<file path="src/rtl/rn_pkg.sv">
package rn_pkg;
  typedef enum logic [1:0] {
    PR_FREE = 2'd0,
    PR_ARCH = 2'd1,
    PR_PEND = 2'd2,
    PR_DONE = 2'd3
  } preg_state_e;
endpackage

</file>
<file path="src/rtl/rn_free_pick.sv">
module rn_free_pick #(
  parameter int NUM_PHYS = 16,
  localparam int PW = $clog2(NUM_PHYS)
) (
  input  logic [NUM_PHYS-1:0] free_vec_i,
  output logic                any_o,
  output logic [PW-1:0]       idx_o
);
  always_comb begin
    idx_o = '0;
    for (int i = NUM_PHYS - 1; i >= 0; i--) begin
      if (free_vec_i[i]) idx_o = PW'(i);
    end
  end
  assign any_o = |free_vec_i;
endmodule

</file>
<file path="src/rtl/rn_phys_state.sv">
module rn_phys_state
  import rn_pkg::*;
#(
  parameter int NUM_ARCH = 8,
  parameter int NUM_PHYS = 16,
  localparam int AW = $clog2(NUM_ARCH),
  localparam int PW = $clog2(NUM_PHYS)
) (
  input  logic                clk_i,
  input  logic                rst_ni,
  input  logic                flush_i,
  input  logic                alloc_en_i,
  input  logic [PW-1:0]       alloc_idx_i,
  input  logic [AW-1:0]       alloc_dest_i,
  input  logic [PW-1:0]       alloc_prev_i,
  input  logic                fin_en_i,
  input  logic [PW-1:0]       fin_idx_i,
  input  logic                cmt_en_i,
  input  logic [PW-1:0]       cmt_idx_i,
  input  logic [PW-1:0]       query_idx_i,
  output logic [NUM_PHYS-1:0] free_vec_o,
  output logic [AW-1:0]       cmt_dest_o,
  output logic [PW-1:0]       cmt_prev_o,
  output logic [1:0]          query_state_o
);
  preg_state_e st_q   [NUM_PHYS];
  logic [AW-1:0] dest_q [NUM_PHYS];
  logic [PW-1:0] prev_q [NUM_PHYS];

  logic [NUM_PHYS-1:0] arch_vec, pend_vec, done_vec;

  assign cmt_dest_o    = dest_q[cmt_idx_i];
  assign cmt_prev_o    = prev_q[cmt_idx_i];
  assign query_state_o = st_q[query_idx_i];

  always_comb begin
    for (int p = 0; p < NUM_PHYS; p++) begin
      free_vec_o[p] = (st_q[p] == PR_FREE);
      arch_vec[p]   = (st_q[p] == PR_ARCH);
      pend_vec[p]   = (st_q[p] == PR_PEND);
      done_vec[p]   = (st_q[p] == PR_DONE);
    end
  end

  always_ff @(posedge clk_i or negedge rst_ni) begin
    if (!rst_ni) begin
      for (int p = 0; p < NUM_PHYS; p++) begin
        st_q[p]   <= (p < NUM_ARCH) ? PR_ARCH : PR_FREE;
        dest_q[p] <= '0;
        prev_q[p] <= '0;
      end
    end else if (flush_i) begin
      for (int p = 0; p < NUM_PHYS; p++) begin
        if (st_q[p] == PR_PEND || st_q[p] == PR_DONE) st_q[p] <= PR_FREE;
      end
    end else begin
      for (int p = 0; p < NUM_PHYS; p++) begin
        if (alloc_en_i && alloc_idx_i == PW'(p)) begin
          st_q[p]   <= PR_PEND;
          dest_q[p] <= alloc_dest_i;
          prev_q[p] <= alloc_prev_i;
        end else if (fin_en_i && fin_idx_i == PW'(p) && st_q[p] == PR_PEND) begin
          st_q[p] <= PR_DONE;
        end else if (cmt_en_i && cmt_idx_i == PW'(p)) begin
          st_q[p] <= PR_ARCH;
        end else if (cmt_en_i && cmt_prev_o == PW'(p)) begin
          st_q[p] <= PR_FREE;
        end
      end
    end
  end

  assert_arch_count_R9: assert property (@(posedge clk_i) disable iff (!rst_ni)
    $countones(arch_vec) == NUM_ARCH);

  assert_flush_clears_R7: assert property (@(posedge clk_i) disable iff (!rst_ni)
    flush_i |=> (pend_vec == '0) && (done_vec == '0));

  assert_alloc_free_R2: assert property (@(posedge clk_i) disable iff (!rst_ni)
    alloc_en_i |-> st_q[alloc_idx_i] == PR_FREE);

  assert_alloc_pend_R2: assert property (@(posedge clk_i) disable iff (!rst_ni)
    (alloc_en_i && !flush_i) |=> st_q[$past(alloc_idx_i)] == PR_PEND);

  assert_finish_moves_R5: assert property (@(posedge clk_i) disable iff (!rst_ni)
    (fin_en_i && !flush_i && st_q[fin_idx_i] == PR_PEND)
      |=> st_q[$past(fin_idx_i)] == PR_DONE);

  assert_commit_source_R6: assert property (@(posedge clk_i) disable iff (!rst_ni)
    (cmt_en_i && !flush_i) |-> st_q[cmt_idx_i] == PR_DONE);

  assert_commit_result_R6: assert property (@(posedge clk_i) disable iff (!rst_ni)
    (cmt_en_i && !flush_i)
      |=> (st_q[$past(cmt_idx_i)] == PR_ARCH) && (st_q[$past(cmt_prev_o)] == PR_FREE));
endmodule

</file>
<file path="src/rtl/rn_map_table.sv">
module rn_map_table #(
  parameter int NUM_ARCH = 8,
  parameter int NUM_PHYS = 16,
  parameter int NUM_SRC  = 2,
  localparam int AW = $clog2(NUM_ARCH),
  localparam int PW = $clog2(NUM_PHYS)
) (
  input  logic                  clk_i,
  input  logic                  rst_ni,
  input  logic                  flush_i,
  input  logic                  alloc_en_i,
  input  logic [AW-1:0]         alloc_arch_i,
  input  logic [PW-1:0]         alloc_idx_i,
  output logic [PW-1:0]         alloc_old_o,
  input  logic                  cmt_en_i,
  input  logic [AW-1:0]         cmt_arch_i,
  input  logic [PW-1:0]         cmt_idx_i,
  input  logic [NUM_SRC*AW-1:0] src_arch_i,
  output logic [NUM_SRC*PW-1:0] src_phys_o,
  output logic [NUM_SRC-1:0]    src_renamed_o
);
  logic [PW-1:0] spec_q   [NUM_ARCH];
  logic [PW-1:0] commit_q [NUM_ARCH];
  logic [NUM_ARCH-1:0] ren_q;

  assign alloc_old_o = spec_q[alloc_arch_i];

  for (genvar s = 0; s < NUM_SRC; s++) begin : g_src
    logic [AW-1:0] a;
    assign a = src_arch_i[s*AW +: AW];
    assign src_phys_o[s*PW +: PW] = spec_q[a];
    assign src_renamed_o[s]       = ren_q[a];
  end

  always_ff @(posedge clk_i or negedge rst_ni) begin
    if (!rst_ni) begin
      for (int a = 0; a < NUM_ARCH; a++) begin
        spec_q[a]   <= PW'(a);
        commit_q[a] <= PW'(a);
      end
      ren_q <= '0;
    end else if (flush_i) begin
      for (int a = 0; a < NUM_ARCH; a++) spec_q[a] <= commit_q[a];
      ren_q <= '0;
    end else begin
      if (cmt_en_i) begin
        commit_q[cmt_arch_i] <= cmt_idx_i;
        if (spec_q[cmt_arch_i] == cmt_idx_i) ren_q[cmt_arch_i] <= 1'b0;
      end
      if (alloc_en_i) begin
        spec_q[alloc_arch_i] <= alloc_idx_i;
        ren_q[alloc_arch_i]  <= 1'b1;
      end
    end
  end

  assert_alloc_maps_R4: assert property (@(posedge clk_i) disable iff (!rst_ni)
    (alloc_en_i && !flush_i)
      |=> (spec_q[$past(alloc_arch_i)] == $past(alloc_idx_i)) && ren_q[$past(alloc_arch_i)]);

  assert_flush_unrenamed_R8: assert property (@(posedge clk_i) disable iff (!rst_ni)
    flush_i |=> ren_q == '0);
endmodule

</file>
<file path="src/rtl/rn_merged_ctrl.sv">
module rn_merged_ctrl
  import rn_pkg::*;
#(
  parameter int NUM_ARCH = 8,
  parameter int NUM_PHYS = 16,
  parameter int NUM_SRC  = 2,
  localparam int AW = $clog2(NUM_ARCH),
  localparam int PW = $clog2(NUM_PHYS)
) (
  input  logic                  clk_i,
  input  logic                  rst_ni,
  input  logic                  issue_valid_i,
  input  logic [AW-1:0]         issue_arch_i,
  output logic                  issue_ready_o,
  output logic [PW-1:0]         issue_phys_o,
  output logic [PW-1:0]         issue_old_phys_o,
  input  logic [NUM_SRC*AW-1:0] src_arch_i,
  output logic [NUM_SRC*PW-1:0] src_phys_o,
  output logic [NUM_SRC-1:0]    src_renamed_o,
  input  logic                  finish_valid_i,
  input  logic [PW-1:0]         finish_phys_i,
  input  logic                  complete_valid_i,
  input  logic [PW-1:0]         complete_phys_i,
  input  logic                  flush_i,
  input  logic [PW-1:0]         query_phys_i,
  output logic [1:0]            query_state_o
);
  logic [NUM_PHYS-1:0] free_vec;
  logic                any_free;
  logic                alloc_en;
  logic [AW-1:0]       cmt_dest;
  logic [PW-1:0]       cmt_prev;

  assign issue_ready_o = any_free && !flush_i;
  assign alloc_en      = issue_valid_i && issue_ready_o;

  rn_free_pick #(.NUM_PHYS(NUM_PHYS)) u_pick (
    .free_vec_i (free_vec),
    .any_o      (any_free),
    .idx_o      (issue_phys_o)
  );

  rn_phys_state #(.NUM_ARCH(NUM_ARCH), .NUM_PHYS(NUM_PHYS)) u_state (
    .clk_i         (clk_i),
    .rst_ni        (rst_ni),
    .flush_i       (flush_i),
    .alloc_en_i    (alloc_en),
    .alloc_idx_i   (issue_phys_o),
    .alloc_dest_i  (issue_arch_i),
    .alloc_prev_i  (issue_old_phys_o),
    .fin_en_i      (finish_valid_i),
    .fin_idx_i     (finish_phys_i),
    .cmt_en_i      (complete_valid_i),
    .cmt_idx_i     (complete_phys_i),
    .query_idx_i   (query_phys_i),
    .free_vec_o    (free_vec),
    .cmt_dest_o    (cmt_dest),
    .cmt_prev_o    (cmt_prev),
    .query_state_o (query_state_o)
  );

  rn_map_table #(.NUM_ARCH(NUM_ARCH), .NUM_PHYS(NUM_PHYS), .NUM_SRC(NUM_SRC)) u_map (
    .clk_i         (clk_i),
    .rst_ni        (rst_ni),
    .flush_i       (flush_i),
    .alloc_en_i    (alloc_en),
    .alloc_arch_i  (issue_arch_i),
    .alloc_idx_i   (issue_phys_o),
    .alloc_old_o   (issue_old_phys_o),
    .cmt_en_i      (complete_valid_i),
    .cmt_arch_i    (cmt_dest),
    .cmt_idx_i     (complete_phys_i),
    .src_arch_i    (src_arch_i),
    .src_phys_o    (src_phys_o),
    .src_renamed_o (src_renamed_o)
  );

  assert_stall_empty_R3: assert property (@(posedge clk_i) disable iff (!rst_ni)
    (free_vec == '0) |-> !issue_ready_o);

  assert_stall_no_change_R3: assert property (@(posedge clk_i) disable iff (!rst_ni)
    (!issue_ready_o && !complete_valid_i) |=> $stable(free_vec) || $past(flush_i));
endmodule

</file>
<file path="config.mk">
export PLATFORM = sky130hd
export DESIGN_NAME = rn_merged_ctrl
export DESIGN_NICKNAME = d
export VERILOG_FILES = /design/src/rtl/rn_pkg.sv /design/src/rtl/rn_free_pick.sv /design/src/rtl/rn_phys_state.sv /design/src/rtl/rn_map_table.sv /design/src/rtl/rn_merged_ctrl.sv
export SDC_FILE = /design/constraint.sdc
export NUM_CORES = 1
export LEC_CHECK = 0
export BUFFER_PORTS_ARGS = -buffer_cell sky130_fd_sc_hd__buf_2
export CAP_MARGIN = 20
export CORE_MARGIN = 3
export CORE_UTILIZATION = 60
export CTS_CLUSTER_DIAMETER = 30
export CTS_CLUSTER_SIZE = 20
export DETAILED_ROUTE_END_ITERATION = 7
export PLACE_DENSITY_LB_ADDON = 0.3
export SYNTH_ARGS = -nofsm -noshare
export SYNTH_HDL_FRONTEND = slang
export SYNTH_SLANG_ARGS = --single-unit
</file>
<file path="constraint.sdc">
create_clock -name clk_i -period 3.7 [get_ports clk_i]
set_input_delay 0.37 -clock clk_i [delete_from_list [all_inputs] [get_ports clk_i]]
set_output_delay 0.37 -clock clk_i [all_outputs]
set_load 0.02 [all_outputs]
</file>
### Word level (Yosys, flattened, before mapping)

Index checks and enable logic that the tools add are counted.

| operators by class | value |
|---|---|
| magnitude comparators | 14 |
| equal/unequal tests | 109 |
| muxes and demuxes | 139 |
| bitwise operators | 10 |
| reductions and logical operators | 174 |

Operators with widths:

| kind | count |
|---|---|
| $mux W2 | 82 |
| $eq A4 B4 Y1 const B | 32 |
| $mux W4 | 28 |
| $mux W32 | 3 |
| $logic_and A1 B1 Y1 | 86 |
| $reduce_bool A5 Y1 | 16 |
| $reduce_and A2 Y1 | 33 |
| $bwmux W32 | 2 |
| $eq A2 B2 Y1 const B | 32 |
| $eq A4 B3 Y1 const B | 16 |
| $bmux W4 S3 | 4 |
| $mux W8 | 5 |
| $eq A4 B2 Y1 const B | 8 |
| $logic_not A2 Y1 | 16 |
| $ne A2 B1 Y1 const B | 16 |
| $demux W4 S3 | 2 |
| $bmux W4 S4 | 1 |
| $eq A4 B1 Y1 const B | 4 |
| $ge A4 B4 Y1 const B | 4 |
| $logic_not A4 Y1 | 4 |
| $logic_or A1 B1 Y1 | 16 |
| $lt A3 B4 Y1 const B | 4 |
| $not A3 Y4 | 4 |
| $reduce_or A16 Y1 | 1 |
| other kinds (17) | 27 |

| word-level totals | value |
|---|---|
| register bits after elaboration | 216 |
| input bits | 27 |
| output and inout bits | 21 |
| logic and storage cells | 511 |

### Longest topological paths before layout

| depth | value |
|---|---|
| depth after elaboration | 21 |
| gate-level depth with buffers | 13 |
| depth with buffers taken out | 11 |

### Modules after synthesis

Synthesis repeated with hierarchy kept, for this count alone.

| second synthesis, totals | value |
|---|---|
| cells, all modules | 1010 |
| area total of the unflattened synthesis | 12305.6 µm² |

By module, submodules not included:

| module | instances | cells each | area each (µm²) | seq. area each (µm²) |
|---|---|---|---|---|
| rn_phys_state | 1 | 611 | 7696.1 | 3613.5 |
| rn_map_table | 1 | 363 | 4418.0 | 1831.8 |
| rn_free_pick | 1 | 34 | 176.4 | 0.0 |
| rn_merged_ctrl | 1 | 2 | 15.0 | 0.0 |

### Worst setup path after synthesis

Ideal clock, no wire load.

| timing | value |
|---|---|
| kind | input -> register |
| start point | in complete_phys_i[0] |
| end point | reg u_state.st_q[7] (netlist bit) |
| arrival | 2.929 ns |
| data required time | 3.576 ns |
| slack | 0.647 ns |
| stages | 10 |
| buffers on the path | 4 |
| path through | buf_6 buf_6 buf_6 buf_2 mux4_2 mux4_2 nor3b_1 nand2_1 and3_1 o31a_1 |

| on the way | value |
|---|---|
| word-level cells in the longest chain between the ends | 8 |
| elaborated cells on any way between the ends | 14 |
| classes of those cells | eq/ne: 2; mux: 7; bitwise: 1; reduce/logical: 4 |

Ends and longest elaborated chain:

| what | line | source |
|---|---|---|
| from (decl) | rn_merged_ctrl.sv:23 | `input logic [PW-1:0] complete_phys_i,` |
| $not A4 Y5 (not written as such) | rn_phys_state.sv:33 | `assign cmt_prev_o = prev_q[cmt_idx_i];` |
| $bmux W4 S4 | rn_phys_state.sv:33 |  |
| $mux W4 (not written as such) (2 in series) | rn_phys_state.sv:33 |  |
| $eq A4 B4 Y1 | rn_phys_state.sv:66 | `end else if (cmt_en_i && cmt_prev_o == PW'(p)) begin` |
| $logic_and A1 B1 Y1 | rn_phys_state.sv:66 |  |
| $reduce_bool A5 Y1 (no line) | n/a |  |
| $reduce_and A2 Y1 (no line) | n/a |  |
| to (signal, indexed assignment) | rn_phys_state.sv:48 | `st_q[p] <= (p < NUM_ARCH) ? PR_ARCH : PR_FREE;` |
| to (decl) | rn_phys_state.sv:26 | `preg_state_e st_q [NUM_PHYS];` |

Several ways; a longest one is shown, not always the timed one. The select of a mux whose other input is x is not followed.
A chain may end at the register's enable or synchronous reset.

### Worst setup path in the final report

| timing | value |
|---|---|
| start point | in complete_phys_i[0] |
| end point | reg u_map.ren_q[6] |

| on the way | value |
|---|---|
| word-level cells in the longest chain between the ends | 16 |
| elaborated cells on any way between the ends | 22 |
| classes of those cells | order compare: 2; eq/ne: 1; mux: 13; bitwise: 5; reduce/logical: 1 |

Ends and longest elaborated chain:

| what | line | source |
|---|---|---|
| $not A4 Y5 (not written as such) | rn_phys_state.sv:32 | `assign cmt_dest_o = dest_q[cmt_idx_i];` |
| $bmux W3 S4 | rn_phys_state.sv:32 |  |
| $mux W3 (not written as such) (2 in series) | rn_phys_state.sv:32 |  |
| $lt A3 B4 Y1 (not written as such) / $ge A3 B1 Y1 (equally long branches) | rn_map_table.sv:48 | `if (spec_q[cmt_arch_i] == cmt_idx_i) ren_q[cmt_arch_i] <= 1'b0;` |
| $logic_and A1 B1 Y1 (not written as such) | rn_map_table.sv:48 |  |
| $mux W1 (not written as such) | rn_map_table.sv:48 |  |
| $demux W1 S3 | n/a |  |
| $not A8 Y8 (no line) | n/a |  |
| $and A8 B8 Y8 (no line) | n/a |  |
| $mux W8 * | rn_map_table.sv:48 |  |
| $mux W8 * | rn_map_table.sv:46 | `if (cmt_en_i) begin` |
| $mux W8 * | rn_map_table.sv:42 | `end else if (flush_i) begin` |
| $or A8 B8 Y8 (no line) | n/a |  |
| $mux W8 * | rn_map_table.sv:50 | `if (alloc_en_i) begin` |
| $mux W8 * | rn_map_table.sv:42 |  |
| to (signal assigned) | rn_map_table.sv:41 | `ren_q <= '0;` |
| to (signal assigned) | rn_map_table.sv:44 | `ren_q <= '0;` |
| to (signal, indexed assignment) | rn_map_table.sv:52 | `ren_q[alloc_arch_i] <= 1'b1;` |
| to (decl) | rn_map_table.sv:24 | `logic [NUM_ARCH-1:0] ren_q;` |

Mark *: on every way between the ends. The rest lies on a longest branch, timed or not. The select of a mux whose other input is x is not followed.

==> flow_summary.json <==
{
  "post_synth_inst_count": 992,
  "timing.critical_path.arrival_ns": 3.63,
  "yosys.cell_types.count": 65,
  "proportion_of_synthesized_flip_flops_having_asynchronous_set_or_reset_pct": 100,
  "status": "completed",
  "timing.hold.worst.class": "in2reg",
  "cts_tree": "yes",
  "timing.critical_path.from": "complete_phys_i[0]",
  "detailedPlacementHpwl_um": 22400,
  "final_area_um2": 14000,
  "port_buffers": 47,
  "largest_net_degree_at_the_start_of_global_routing": 117,
  "detail_route.vias_per_cell": 6.98,
  "synth_ff_type": "dfrtp_1",
  "critical_path_capture_point_type": "flop",
  "tritoncts.num_buffers": 45,
  "ys_seq_elements": 216,
  "post-cts-setup-buffer-count": 0,
  "seq_area_frac_synth_pct": 45.9,
  "clock-skew-final_ns": 0.0282,
  "worst_setup_path_start_kind": "primary input",
  "mapped_cell_area_um2": 11900,
  "r2r-start": "u_state.dest_q[43]",
  "critical_path.max_fanout": 26,
  "power.total_mw": 8.27,
  "synth_top_area_cell": "dfrtp_1",
  "gr-total-overflow": 0,
  "dr_total_vias": 9395,
  "most_common_cell_after_layout_fill_and_taps_aside": "dfrtp_1",
  "initial_antenna_violation_count": 0,
  "multi_input_comb_area_um2": 6110,
  "grt_first_pass_wirelength_um": 54300,
  "fin_nets": 1076,
  "critical_path.cell_chain": "buf_2 -> buf_4 -> mux2_2 -> o22a_1 -> a21oi_1 -> nor2_4 -> mux2i_1 -> a32o_1 -> nor4_2 -> xor2_1 -> nor3_2 -> a31oi_1",
  "wire_per_inst_um": 25.7,
  "root_buffer": "clkbuf_16",
  "synth.avg_cell_area_um2": 12.0,
  "postCtsHoldBufs": 1,
  "clk_path_buf_depth": 3,
  "fill_cells": 1223,
  "postRouteWirelength_um": 34700,
  "cap_viol_max_count": 0,
  "worst_hold_startpoint": "complete_phys_i[3]",
  "chipHeight_um": 147,
  "detail_route.drc_violations": 0,
  "period_minus_slack_ns": 3.20,
  "dpl_cell_area_um2": 12400,
  "insertedDiodeCount": 0,
  "timing_max_transition_violations_final": 0,
  "final-setup-viol-count": 0,
  "synth_enable_flop_cells": 0,
  "die_area_um2": 21500,
  "maxClockFrequency_mhz": 312,
  "mostFrequentLayoutCells": "dfrtp_1, mux2_2, nor2_1",
  "core_region_um2": 19100,
  "final_antenna_net_count": 0,
  "worst_ep_required_time_ns": 4.13,
  "final_hold_viol_count": 0,
  "layout_worst_path_cycle_share_pct": 86.5,
  "die_width_um": 147,
  "power-per-cell-area_nw_per_um2": 589,
  "maxSlewHeadroom_pct": 40.2,
  "clock-sinks": 216,
  "cts.reportedPaths.clkPinSlew_ns": 0.04,
  "leading_cell_types_by_total_area_after_synthesis": "dfrtp_1, mux2_2, mux4_2",
  "drive_gt1_share_pct": 39.4,
  "synthesis.nets": 1019,
  "rows": 50,
  "worstSkewPairLatency_ns": 0.54,
  "first_global_vias": 9466,
  "synthToLayoutAreaGrowth_pct": 18.3,
  "grt_usage_pct": 32.4,
  "timing.setup.tns_ns": 0,
  "synth.yosys.warnings": 0,
  "ctsHtreeMaxLevel": 2,
  "cts_resized": 0,
  "ir_drop_mv": 0.388,
  "synth_largest_type_area_fraction_pct": 38.8,
  "cpPeakStageDelay_ns": 0.41,
  "cp_slowest_cell": "buf_4",
  "grt_setup_unrepaired": "no",
  "initial_utilization_pct": 62.2,
  "gp_routability_congestion": 0.998,
  "tightestPinTransition_ns": 0.898,
  "drt_iter0_drc": 1091,
  "p_leak_nw": 6.21,
  "register_area_um2": 5450,
  "detail_route.first_pass.iterations": 7,
  "top_level_ports": 48,
  "timing_worst_setup_path_type": "in2reg"
}
worst paths after layout:
| check | to | slack, ns | cells after the start |
|---|---|---|---|
| setup reg to reg | u_map.ren_q[6] | 0.51 | 10 |
| min in group asynchronous | u_state.st_q[4] | 0.50 | 2 |
| hold reg to reg | u_map.commit_q[15] | 0.49 | 2 |
| max in group asynchronous | u_map.spec_q[0] | 2.26 | 3 |
| setup / recovery | u_map.ren_q[6] | 0.50 | 12 |
| hold / removal | u_map.commit_q[15] | 0.30 | 3 |
metal layers:
metal	vias up	global-route usage [%]	share of wire [%]
met2	607	49.3	46
met4	0	11.5	3.5
met3	112	7.32	10
li1	3925	-	-
met1	4751	46.2	41
met5	-	0	0
kinds of logic (layout without fill, tap and decap cells):
group / Yosys count / in the layout / share of synthesized area (%)
mux: 241 / 241 / 28.6
compound gates: 183 / 183 / 10.9
xor+xnor: 3 / 3 / 0.285
simple gates: 273 / 273 / 11.6
buf+inv: 76 / 170 / 2.68
flops: 216 / 216 / 45.9
metrics by stage:
step,worst slack (ns),utilization (%),hold slack (ns),instances
CTS,0.544,73.6,0.281,1346
global route,0.344,73.6,0.319,1346
global placement,0.112,65.0,0.464,1261
floorplan,0.647,-,0.0744,992
detailed placement,0.0289,65.0,0.476,1261
finish,0.498,73.6,0.297,1346
critical path: cells and delay by family:
kind	cells	cell delay, ns
AO/OA/AOI/OAI	4	1.03
XOR/XNOR	1	0.41
buffers and inverters	2	0.69
multiplexers	2	0.53
AND/OR/NAND/NOR	3	0.59
cells in the mapped netlist, drive strengths merged (3+ instances only):
cell type  instances
or2                5
dfrtp            184
nand4              3
nor3b              4
a221o             26
and3              11
o31a               5
mux4              60
o22ai              9
or3                4
inv                8
o32a               4
nor2b             11
o22a               4
nor2              81
a31oi             21
nand2             74
a22o               6
a32o               3
nand3             23
mux2i             13
nor4               6
o31ai              9
nand3b             8
o211ai             6
mux2             168
nor3              12
o21ai             25
nor4b             12
buf               15
clkbuf            53
a22oi             15
dfstp             32
a21oi             42
nand2b             7
state kept, by name (all words and copies together) (netlist names):
signal	count
u_state.dest_q	48
u_map.ren_q	8
u_state.st_q	32
u_map.spec_q	32
u_map.commit_q	32
u_state.prev_q	64
power by group:
part | total, mW | switching, mW | internal [mW]
clock | 4.23 | 1.34 | 2.88
sequential | 2.95 | 0.295 | 2.65
combinational | 1.10 | 0.579 | 0.518
total | 8.27 | 2.22 | 6.05
cell type report:
cell class / count / share of cell area [%]
Inverter: 8 / 0.214
Multi-Input combinational cell: 700 / 43.5
Sequential cell: 216 / 38.8
Clock buffer: 53 / 8.52
Tap cell: 260 / 2.32
Clock inverter: 31 / 3.02
Timing Repair Buffer: 78 / 3.60
Power figures use the tool's default switching activity.
